==> src/rtl/iicmon_pkg.sv <==
package iicmon_pkg;

    localparam int unsigned BYTE_W = 8;
    localparam int unsigned REG_AW = 2;

    typedef enum logic [7:0] {
        MS_IDLE     = 8'hF8,
        MS_AW_ACK   = 8'h60,
        MS_AW_NAK   = 8'h20,
        MS_AR_ACK   = 8'hA8,
        MS_AR_NAK   = 8'h48,
        MS_RD_ACK   = 8'hB8,
        MS_RD_NAK   = 8'hC0,
        MS_RD_LAST  = 8'hC8,
        MS_WD_ACK   = 8'h80,
        MS_WD_NAK   = 8'h88
    } mon_code_e;

    typedef struct packed {
        logic              valid;
        logic [BYTE_W-1:0] data;
        logic              acked;
        logic              is_addr;
        logic              rd_phase;
    } byte_evt_t;

    localparam logic [REG_AW-1:0] RA_CTL    = 2'd0;
    localparam logic [REG_AW-1:0] RA_STATUS = 2'd1;
    localparam logic [REG_AW-1:0] RA_BUF    = 2'd2;
    localparam logic [REG_AW-1:0] RA_CLR    = 2'd3;

    localparam int unsigned CTL_EN_BIT      = 0;
    localparam int unsigned CTL_STRETCH_BIT = 1;
    localparam int unsigned CLR_FLAG_BIT    = 3;

endpackage

==> src/rtl/iicmon_sync.sv <==
module iicmon_sync #(
    parameter int unsigned STAGES = 2
) (
    input  logic clk,
    input  logic rst_n,
    input  logic scl_in,
    input  logic sda_in,
    output logic sda_o,
    output logic start_o,
    output logic stop_o,
    output logic rise_o,
    output logic fall_o
);
    typedef struct packed {
        logic [STAGES-1:0] scl_sh;
        logic [STAGES-1:0] sda_sh;
        logic              scl_p;
        logic              sda_p;
    } sync_t;

    sync_t s_d, s_q;

    logic scl_now, sda_now;

    always_comb begin
        s_d        = s_q;
        s_d.scl_sh = {s_q.scl_sh[STAGES-2:0], scl_in};
        s_d.sda_sh = {s_q.sda_sh[STAGES-2:0], sda_in};
        s_d.scl_p  = s_q.scl_sh[STAGES-1];
        s_d.sda_p  = s_q.sda_sh[STAGES-1];
    end

    always_ff @(posedge clk or negedge rst_n) begin
        if (!rst_n) s_q <= '1;
        else        s_q <= s_d;
    end

    assign scl_now = s_q.scl_sh[STAGES-1];
    assign sda_now = s_q.sda_sh[STAGES-1];
    assign sda_o   = sda_now;
    assign start_o = scl_now & s_q.scl_p & s_q.sda_p & ~sda_now;
    assign stop_o  = scl_now & s_q.scl_p & ~s_q.sda_p & sda_now;
    assign rise_o  = scl_now & ~s_q.scl_p;
    assign fall_o  = ~scl_now & s_q.scl_p;

    a_r2_start_not_stop: assert property (@(posedge clk) disable iff (!rst_n)
        start_o |=> !stop_o);

endmodule

==> src/rtl/iicmon_shift.sv <==
module iicmon_shift
    import iicmon_pkg::*;
(
    input  logic      clk,
    input  logic      rst_n,
    input  logic      en_i,
    input  logic      start_i,
    input  logic      stop_i,
    input  logic      rise_i,
    input  logic      sda_i,
    output byte_evt_t bev_o,
    output logic      start_seen_o,
    output logic      stop_seen_o
);
    localparam int unsigned CW = $clog2(BYTE_W + 1);

    typedef struct packed {
        logic              active;
        logic              first;
        logic              rd;
        logic [CW-1:0]     bitcnt;
        logic [BYTE_W-1:0] sh;
    } shf_t;

    shf_t f_d, f_q;
    byte_evt_t bev_d;

    always_comb begin
        f_d   = f_q;
        bev_d = '0;
        if (!en_i) begin
            f_d.active = 1'b0;
            f_d.bitcnt = '0;
        end else if (start_i) begin
            f_d.active = 1'b1;
            f_d.first  = 1'b1;
            f_d.bitcnt = '0;
        end else if (stop_i) begin
            f_d.active = 1'b0;
            f_d.bitcnt = '0;
        end else if (rise_i && f_q.active) begin
            if (f_q.bitcnt < CW'(BYTE_W)) begin
                f_d.sh     = {f_q.sh[BYTE_W-2:0], sda_i};
                f_d.bitcnt = f_q.bitcnt + CW'(1);
            end else begin
                bev_d.valid    = 1'b1;
                bev_d.data     = f_q.sh;
                bev_d.acked    = ~sda_i;
                bev_d.is_addr  = f_q.first;
                bev_d.rd_phase = f_q.first ? f_q.sh[0] : f_q.rd;
                if (f_q.first) f_d.rd = f_q.sh[0];
                f_d.first  = 1'b0;
                f_d.bitcnt = '0;
            end
        end
    end

    always_ff @(posedge clk or negedge rst_n) begin
        if (!rst_n) f_q <= '0;
        else        f_q <= f_d;
    end

    assign bev_o        = bev_d;
    assign start_seen_o = en_i & start_i;
    assign stop_seen_o  = en_i & stop_i;

    a_r2_bitcnt_bound: assert property (@(posedge clk) disable iff (!rst_n)
        f_q.bitcnt <= CW'(BYTE_W));
    a_r2_addr_after_start: assert property (@(posedge clk) disable iff (!rst_n)
        (en_i && start_i) |=> (f_q.first && f_q.bitcnt == '0));
    a_r10_idle_when_off: assert property (@(posedge clk) disable iff (!rst_n)
        !en_i |=> !f_q.active);

endmodule

==> src/rtl/iicmon_regs.sv <==
module iicmon_regs
    import iicmon_pkg::*;
(
    input  logic              clk,
    input  logic              rst_n,
    input  byte_evt_t         bev_i,
    input  logic              start_seen_i,
    input  logic              stop_seen_i,
    input  logic              fall_i,
    input  logic [REG_AW-1:0] reg_addr_i,
    input  logic              reg_wr_i,
    input  logic [7:0]        reg_wdata_i,
    output logic [7:0]        reg_rdata_o,
    output logic              en_o,
    output logic              flag_o,
    output logic              hold_o
);
    typedef struct packed {
        logic [1:0]        ctl;
        logic [7:0]        status;
        logic [BYTE_W-1:0] capbuf;
        logic              flag;
        logic              hold;
        logic              last_rd_ack;
    } rf_t;

    rf_t r_d, r_q;
    logic clr_hit;
    logic [7:0] code;
    logic unused_wbits;

    assign unused_wbits = ^{reg_wdata_i[7:4], reg_wdata_i[2]};

    always_comb begin
        if (bev_i.is_addr) begin
            if (bev_i.rd_phase) code = bev_i.acked ? MS_AR_ACK : MS_AR_NAK;
            else                code = bev_i.acked ? MS_AW_ACK : MS_AW_NAK;
        end else begin
            if (bev_i.rd_phase) code = bev_i.acked ? MS_RD_ACK : MS_RD_NAK;
            else                code = bev_i.acked ? MS_WD_ACK : MS_WD_NAK;
        end
    end

    assign clr_hit = reg_wr_i && (reg_addr_i == RA_CLR) && reg_wdata_i[CLR_FLAG_BIT];

    always_comb begin
        r_d = r_q;
        if (reg_wr_i && reg_addr_i == RA_CTL) r_d.ctl = reg_wdata_i[1:0];
        if (clr_hit) r_d.flag = 1'b0;
        if (bev_i.valid) begin
            r_d.capbuf      = bev_i.data;
            r_d.status      = code;
            r_d.flag        = 1'b1;
            r_d.last_rd_ack = bev_i.rd_phase & ~bev_i.is_addr & bev_i.acked;
        end else if (stop_seen_i) begin
            r_d.status      = r_q.last_rd_ack ? MS_RD_LAST : MS_IDLE;
            if (r_q.last_rd_ack) r_d.flag = 1'b1;
            r_d.last_rd_ack = 1'b0;
        end else if (start_seen_i) begin
            r_d.last_rd_ack = 1'b0;
        end
        r_d.hold = r_d.flag & r_d.ctl[CTL_STRETCH_BIT] & r_d.ctl[CTL_EN_BIT]
                 & (r_q.hold | fall_i);
    end

    always_ff @(posedge clk or negedge rst_n) begin
        if (!rst_n) begin
            r_q        <= '0;
            r_q.status <= MS_IDLE;
        end else begin
            r_q <= r_d;
        end
    end

    always_comb begin
        case (reg_addr_i)
            RA_CTL:    reg_rdata_o = {6'd0, r_q.ctl};
            RA_STATUS: reg_rdata_o = r_q.status;
            RA_BUF:    reg_rdata_o = r_q.capbuf;
            default:   reg_rdata_o = 8'd0;
        endcase
    end

    assign en_o   = r_q.ctl[CTL_EN_BIT];
    assign flag_o = r_q.flag;
    assign hold_o = r_q.hold;

    a_r7_byte_sets_flag: assert property (@(posedge clk) disable iff (!rst_n)
        bev_i.valid |=> r_q.flag);
    a_r7_clear_drops_flag: assert property (@(posedge clk) disable iff (!rst_n)
        (clr_hit && !bev_i.valid && !stop_seen_i) |=> !r_q.flag);
    a_r8_hold_needs_flag: assert property (@(posedge clk) disable iff (!rst_n)
        r_q.hold |-> r_q.flag);
    a_r9_no_hold_when_off: assert property (@(posedge clk) disable iff (!rst_n)
        $past(!r_q.ctl[CTL_STRETCH_BIT]) |-> !r_q.hold);
    a_r6_stop_idle: assert property (@(posedge clk) disable iff (!rst_n)
        (stop_seen_i && !bev_i.valid) |=> (r_q.status == MS_IDLE || r_q.status == MS_RD_LAST));
    a_r10_buf_frozen: assert property (@(posedge clk) disable iff (!rst_n)
        !r_q.ctl[CTL_EN_BIT] |=> $stable(r_q.capbuf));

endmodule

==> src/rtl/iic_monitor.sv <==
module iic_monitor
    import iicmon_pkg::*;
#(
    parameter int unsigned SYNC_STAGES = 2
) (
    input  logic              clk,
    input  logic              rst_n,
    input  logic              scl_i,
    input  logic              sda_i,
    output logic              scl_hold_o,
    input  logic [REG_AW-1:0] reg_addr_i,
    input  logic              reg_wr_i,
    input  logic [7:0]        reg_wdata_i,
    output logic [7:0]        reg_rdata_o,
    output logic              flag_o
);
    logic sda_s, ev_start, ev_stop, ev_rise, ev_fall;
    logic en, start_seen, stop_seen;
    byte_evt_t bev;

    iicmon_sync #(.STAGES(SYNC_STAGES)) u_sync (
        .clk     (clk),
        .rst_n   (rst_n),
        .scl_in  (scl_i),
        .sda_in  (sda_i),
        .sda_o   (sda_s),
        .start_o (ev_start),
        .stop_o  (ev_stop),
        .rise_o  (ev_rise),
        .fall_o  (ev_fall)
    );

    iicmon_shift u_shift (
        .clk          (clk),
        .rst_n        (rst_n),
        .en_i         (en),
        .start_i      (ev_start),
        .stop_i       (ev_stop),
        .rise_i       (ev_rise),
        .sda_i        (sda_s),
        .bev_o        (bev),
        .start_seen_o (start_seen),
        .stop_seen_o  (stop_seen)
    );

    iicmon_regs u_regs (
        .clk          (clk),
        .rst_n        (rst_n),
        .bev_i        (bev),
        .start_seen_i (start_seen),
        .stop_seen_i  (stop_seen),
        .fall_i       (ev_fall),
        .reg_addr_i   (reg_addr_i),
        .reg_wr_i     (reg_wr_i),
        .reg_wdata_i  (reg_wdata_i),
        .reg_rdata_o  (reg_rdata_o),
        .en_o         (en),
        .flag_o       (flag_o),
        .hold_o       (scl_hold_o)
    );

endmodule

==> config.mk <==
export PLATFORM = sky130hd
export DESIGN_NAME = iic_monitor
export DESIGN_NICKNAME = d
export VERILOG_FILES = /design/src/rtl/iicmon_pkg.sv /design/src/rtl/iicmon_sync.sv /design/src/rtl/iicmon_shift.sv /design/src/rtl/iicmon_regs.sv /design/src/rtl/iic_monitor.sv
export SDC_FILE = /design/constraint.sdc
export NUM_CORES = 1
export LEC_CHECK = 0
export BUFFER_PORTS_ARGS = -buffer_cell sky130_fd_sc_hd__buf_4
export CAP_MARGIN = 20
export CORE_ASPECT_RATIO = 2
export CORE_MARGIN = 1.5
export CORE_UTILIZATION = 43
export DETAILED_ROUTE_END_ITERATION = 6
export PLACE_DENSITY_LB_ADDON = 0.2
export SETUP_SLACK_MARGIN = 0.3
export SLEW_MARGIN = 20
export SYNTH_ARGS = -nofsm -noshare
export SYNTH_HDL_FRONTEND = slang
export SYNTH_HIERARCHICAL = 1
export SYNTH_SLANG_ARGS = --single-unit
==> constraint.sdc <==
create_clock -name clk -period 2.4 [get_ports clk]
set_clock_uncertainty 0.1 [all_clocks]
set_input_delay 0.6 -clock clk [delete_from_list [all_inputs] [get_ports clk]]
set_output_delay 0.6 -clock clk [all_outputs]
set_load 0.02 [all_outputs]
==> run_results.csv <==
group,metric,value,unit
synthesis,netlist_top_cells_count,"dfrtp_1 (28), mux2_2 (18), dfstp_2 (11)",
place,post-dp-hpwl,2636,µm
layout,finish.utilization,55.19,%
route,wl,3684,µm
grt,grt_pass1_wl,6147,µm
die,die_x,48.98,µm
die,ioPinCount,25,
layout,diodes,0,
critical_path,timing.setup.critical_path_class,"in -> out",
grt,grt_usage,17.75,%
layout,nets,196,
critical_path,arrival,1340,ps
clock_tree,cts_tree,"yes",
sta,setup_viol,0,
die,fp.dieH,94.96,µm
clock_tree,cts-buffers-inserted,5,
sta,max_freq,489.7,MHz
synthesis,ys_ff_latch,39,
synthesis,netlist_area,1818,µm²
die,initial_core_util,44.48,%
power,vdd_ir_drop_max,0.0004789,V
place,place_inst,220,
synthesis,ys_seq_area_share,54.44,%
layout,layout.cells.non_filler,231,
power,pwr_density_cell,652.6,nW/µm²
synthesis,synth.most_common_cell,"dfrtp_1",
clock_tree,cts-hold-fix-buffers,0,
clock_tree,insertion_delay,290,ps
grt,grt_max_degree,40,
synthesis,synthArstFlopShare,100.0,%
synthesis,post_synth_num_cell_types,39,
synthesis,ys.flop_type,"dfrtp_1",
route,viasPerCell,5.576,
sta,finalMaxSlewViolations,0,
clock_tree,cts-htree-levels,2,
synthesis,yosys_warnings,6,
critical_path,worstPathRequired,1700,ps
synthesis,netlist_instances,147,
sta,rsz0062_at_grt,"true",
critical_path,worstPathMaxFanout,6,
grt,antenna_found_initial,0,
synthesis,synth_edf_count,0,
outcome,status,"completed",
die,rows,33,
synthesis,yosysTopAreaCell,"dfrtp_1",
run,drv_cap,0,
grt,grt_pass1_vias,1334,
layout,drive_above_1_share,49.72,%
layout,fill_cells,356,
route,first_iter_violations,24,
clock_tree,cts_root_buffer,"clkbuf_8",
synthesis,synthTopCellsByArea,"dfrtp_1 (39%), dfstp_2 (16%), mux2_2 (11%), and3_2 (3.3%), a22o_1 (2.4%)",
power,power.total,1.472,mW
route,drt_pass1_iterations,4,
route,ant_nets,0,
clock_tree,clk_path_buf_depth,2,
sta,fin_crit_sh,85.09,%
layout,area.growth.synth_to_final,24.09,%
synthesis,netlist.area_leader.share,38.54,%
route,drc,0,
grt,overflow,0,
critical_path,start_kind,"input pin",
critical_path,cp-end-kind,"primary output",
sta,slew-limit-headroom,68.57,%
synthesis,synth_nets,165,
route,wire_per_inst,15.95,µm
place,portBuffers,19,
die,core_area,4088,µm²
place,gp_congestion,0.8234,
min_path,min-delay-path-class,"in -> async",
sta,finalSetupTns,0,ps
clock_tree,path_clk_slew,70,ps
sta,final_hold_viol_count,0,
die,die-area,4650,µm²
sta,fin_crit,2042,ps
clock_tree,cts_sinks,39,
power,p_leak,1.032,nW
sta,timing.hold.ws,164.2,ps
sta,worst_slew_pin_slew,471.5,ps
synthesis,syn-mean-instance-area,12.37,µm²
route,vias,1288,
-- final cells by class --
cell class              instances  area, µm²  area share [%]
clock buffers                   6      72.57           3.217
clock inverters                 2      37.54           1.664
inverters                       3      11.26          0.4992
multi-input cells             102      869.6           38.55
flip-flops and latches         39      989.7           43.87
well taps                      52      65.06           2.884
repair buffers                 27      210.2           9.318
-- metrics by stage --
stage | area, µm² | setup slack, ps
detailed placement | 2062 | 219.2
floorplan | 1833 | 386.2
global route | 2256 | 251.6
finish | 2256 | 357.9
CTS | 2208 | 319.4
global placement | 2062 | 253.2
-- cells by family after synthesis --
logic type | after synthesis | synth area share, %
AO/OA/AOI/OAI | 24 | 8.809
adder cells (fa/ha/maj) | 3 | 2.065
buffers and inverters | 6 | 1.789
flip-flops | 39 | 54.44
multiplexers | 22 | 13.63
AND/OR/NAND/NOR | 53 | 19.27
-- critical path, cell delays in order --
cell	delay, ps
buf_4	120
and2b_2	260
a22o_1	200
buf_4	160
-- state kept, by name (all words and copies together) (netlist names) --
signal,flops
u_regs/hold_o,1
u_regs/flag_o,1
u_sync/sda_o,1
u_regs/r_q,15
u_regs/en_o,1
u_shift/f_q,15
u_sync/s_d,3
u_sync/s_q,2
-- power by group --
part           leakage (nW)  internal (mW)  switching (mW)
Combinational         0.481         0.0805          0.0909
Sequential            0.499          0.729          0.0383
Clock                0.0514          0.310           0.224
-- placed cells by master (no fill, tap or decap), types with 2 or more instances in the layout --
cell type	synthesis	routed
and2b_2	2	2
nand2b_1	3	3
a31oi_1	2	2
nor2b_4	0	2
dfrtp_1	28	28
dfstp_2	11	11
nor3_1	4	3
or3_2	2	2
mux2_2	18	18
o21ai_0	4	3
o22ai_1	2	2
and2_1	3	3
nor4_4	0	2
nor2b_1	4	2
a22o_1	5	5
a21oi_1	7	7
nand4_1	2	2
clkbuf_8	0	5
mux2i_1	3	3
nor2_1	5	5
buf_6	1	2
and3_2	8	8
inv_1	3	3
ha_1	3	2
nand2_1	7	7
buf_4	0	25
-- repair_timing --
item	in CTS	in global routing
setup endpoints to repair	16	16
pin swaps	1	5
gates resized for setup	6	7
setup buffers	1	2
-- worst paths after layout --
kind,slack [ps],endpoint,startpoint,cells after the start
max,360,reg_rdata_o[4],reg_addr_i[1],4
min,160,u_shift/f_q[14]$_DFFE_PN0P_,rst_n,1
max reg2reg,380,u_regs/r_q[5]$_DFFE_PN0P_,u_sync/s_d[1]$_DFF_PN1_,6
min reg2reg,260,u_sync/s_d[1]$_DFF_PN1_,u_sync/s_d[5]$_DFF_PN1_,0
max in group asynchronous,1680,u_regs/r_q[16]$_DFFE_PN1P_,rst_n,1
min in group clk,260,u_sync/s_d[1]$_DFF_PN1_,u_sync/s_d[5]$_DFF_PN1_,0
-- routing by layer --
metal / vias up / routed length [µm] / track usage [%]
met3: 6 / 114 / 2.848
met2: 33 / 2111 / 32.53
met1: 645 / 1379 / 19.09
met4: 0 / 78 / 9.762
met5: - / 0 / 0
li1: 604 / - / -
Power figures use the tool's default switching activity.
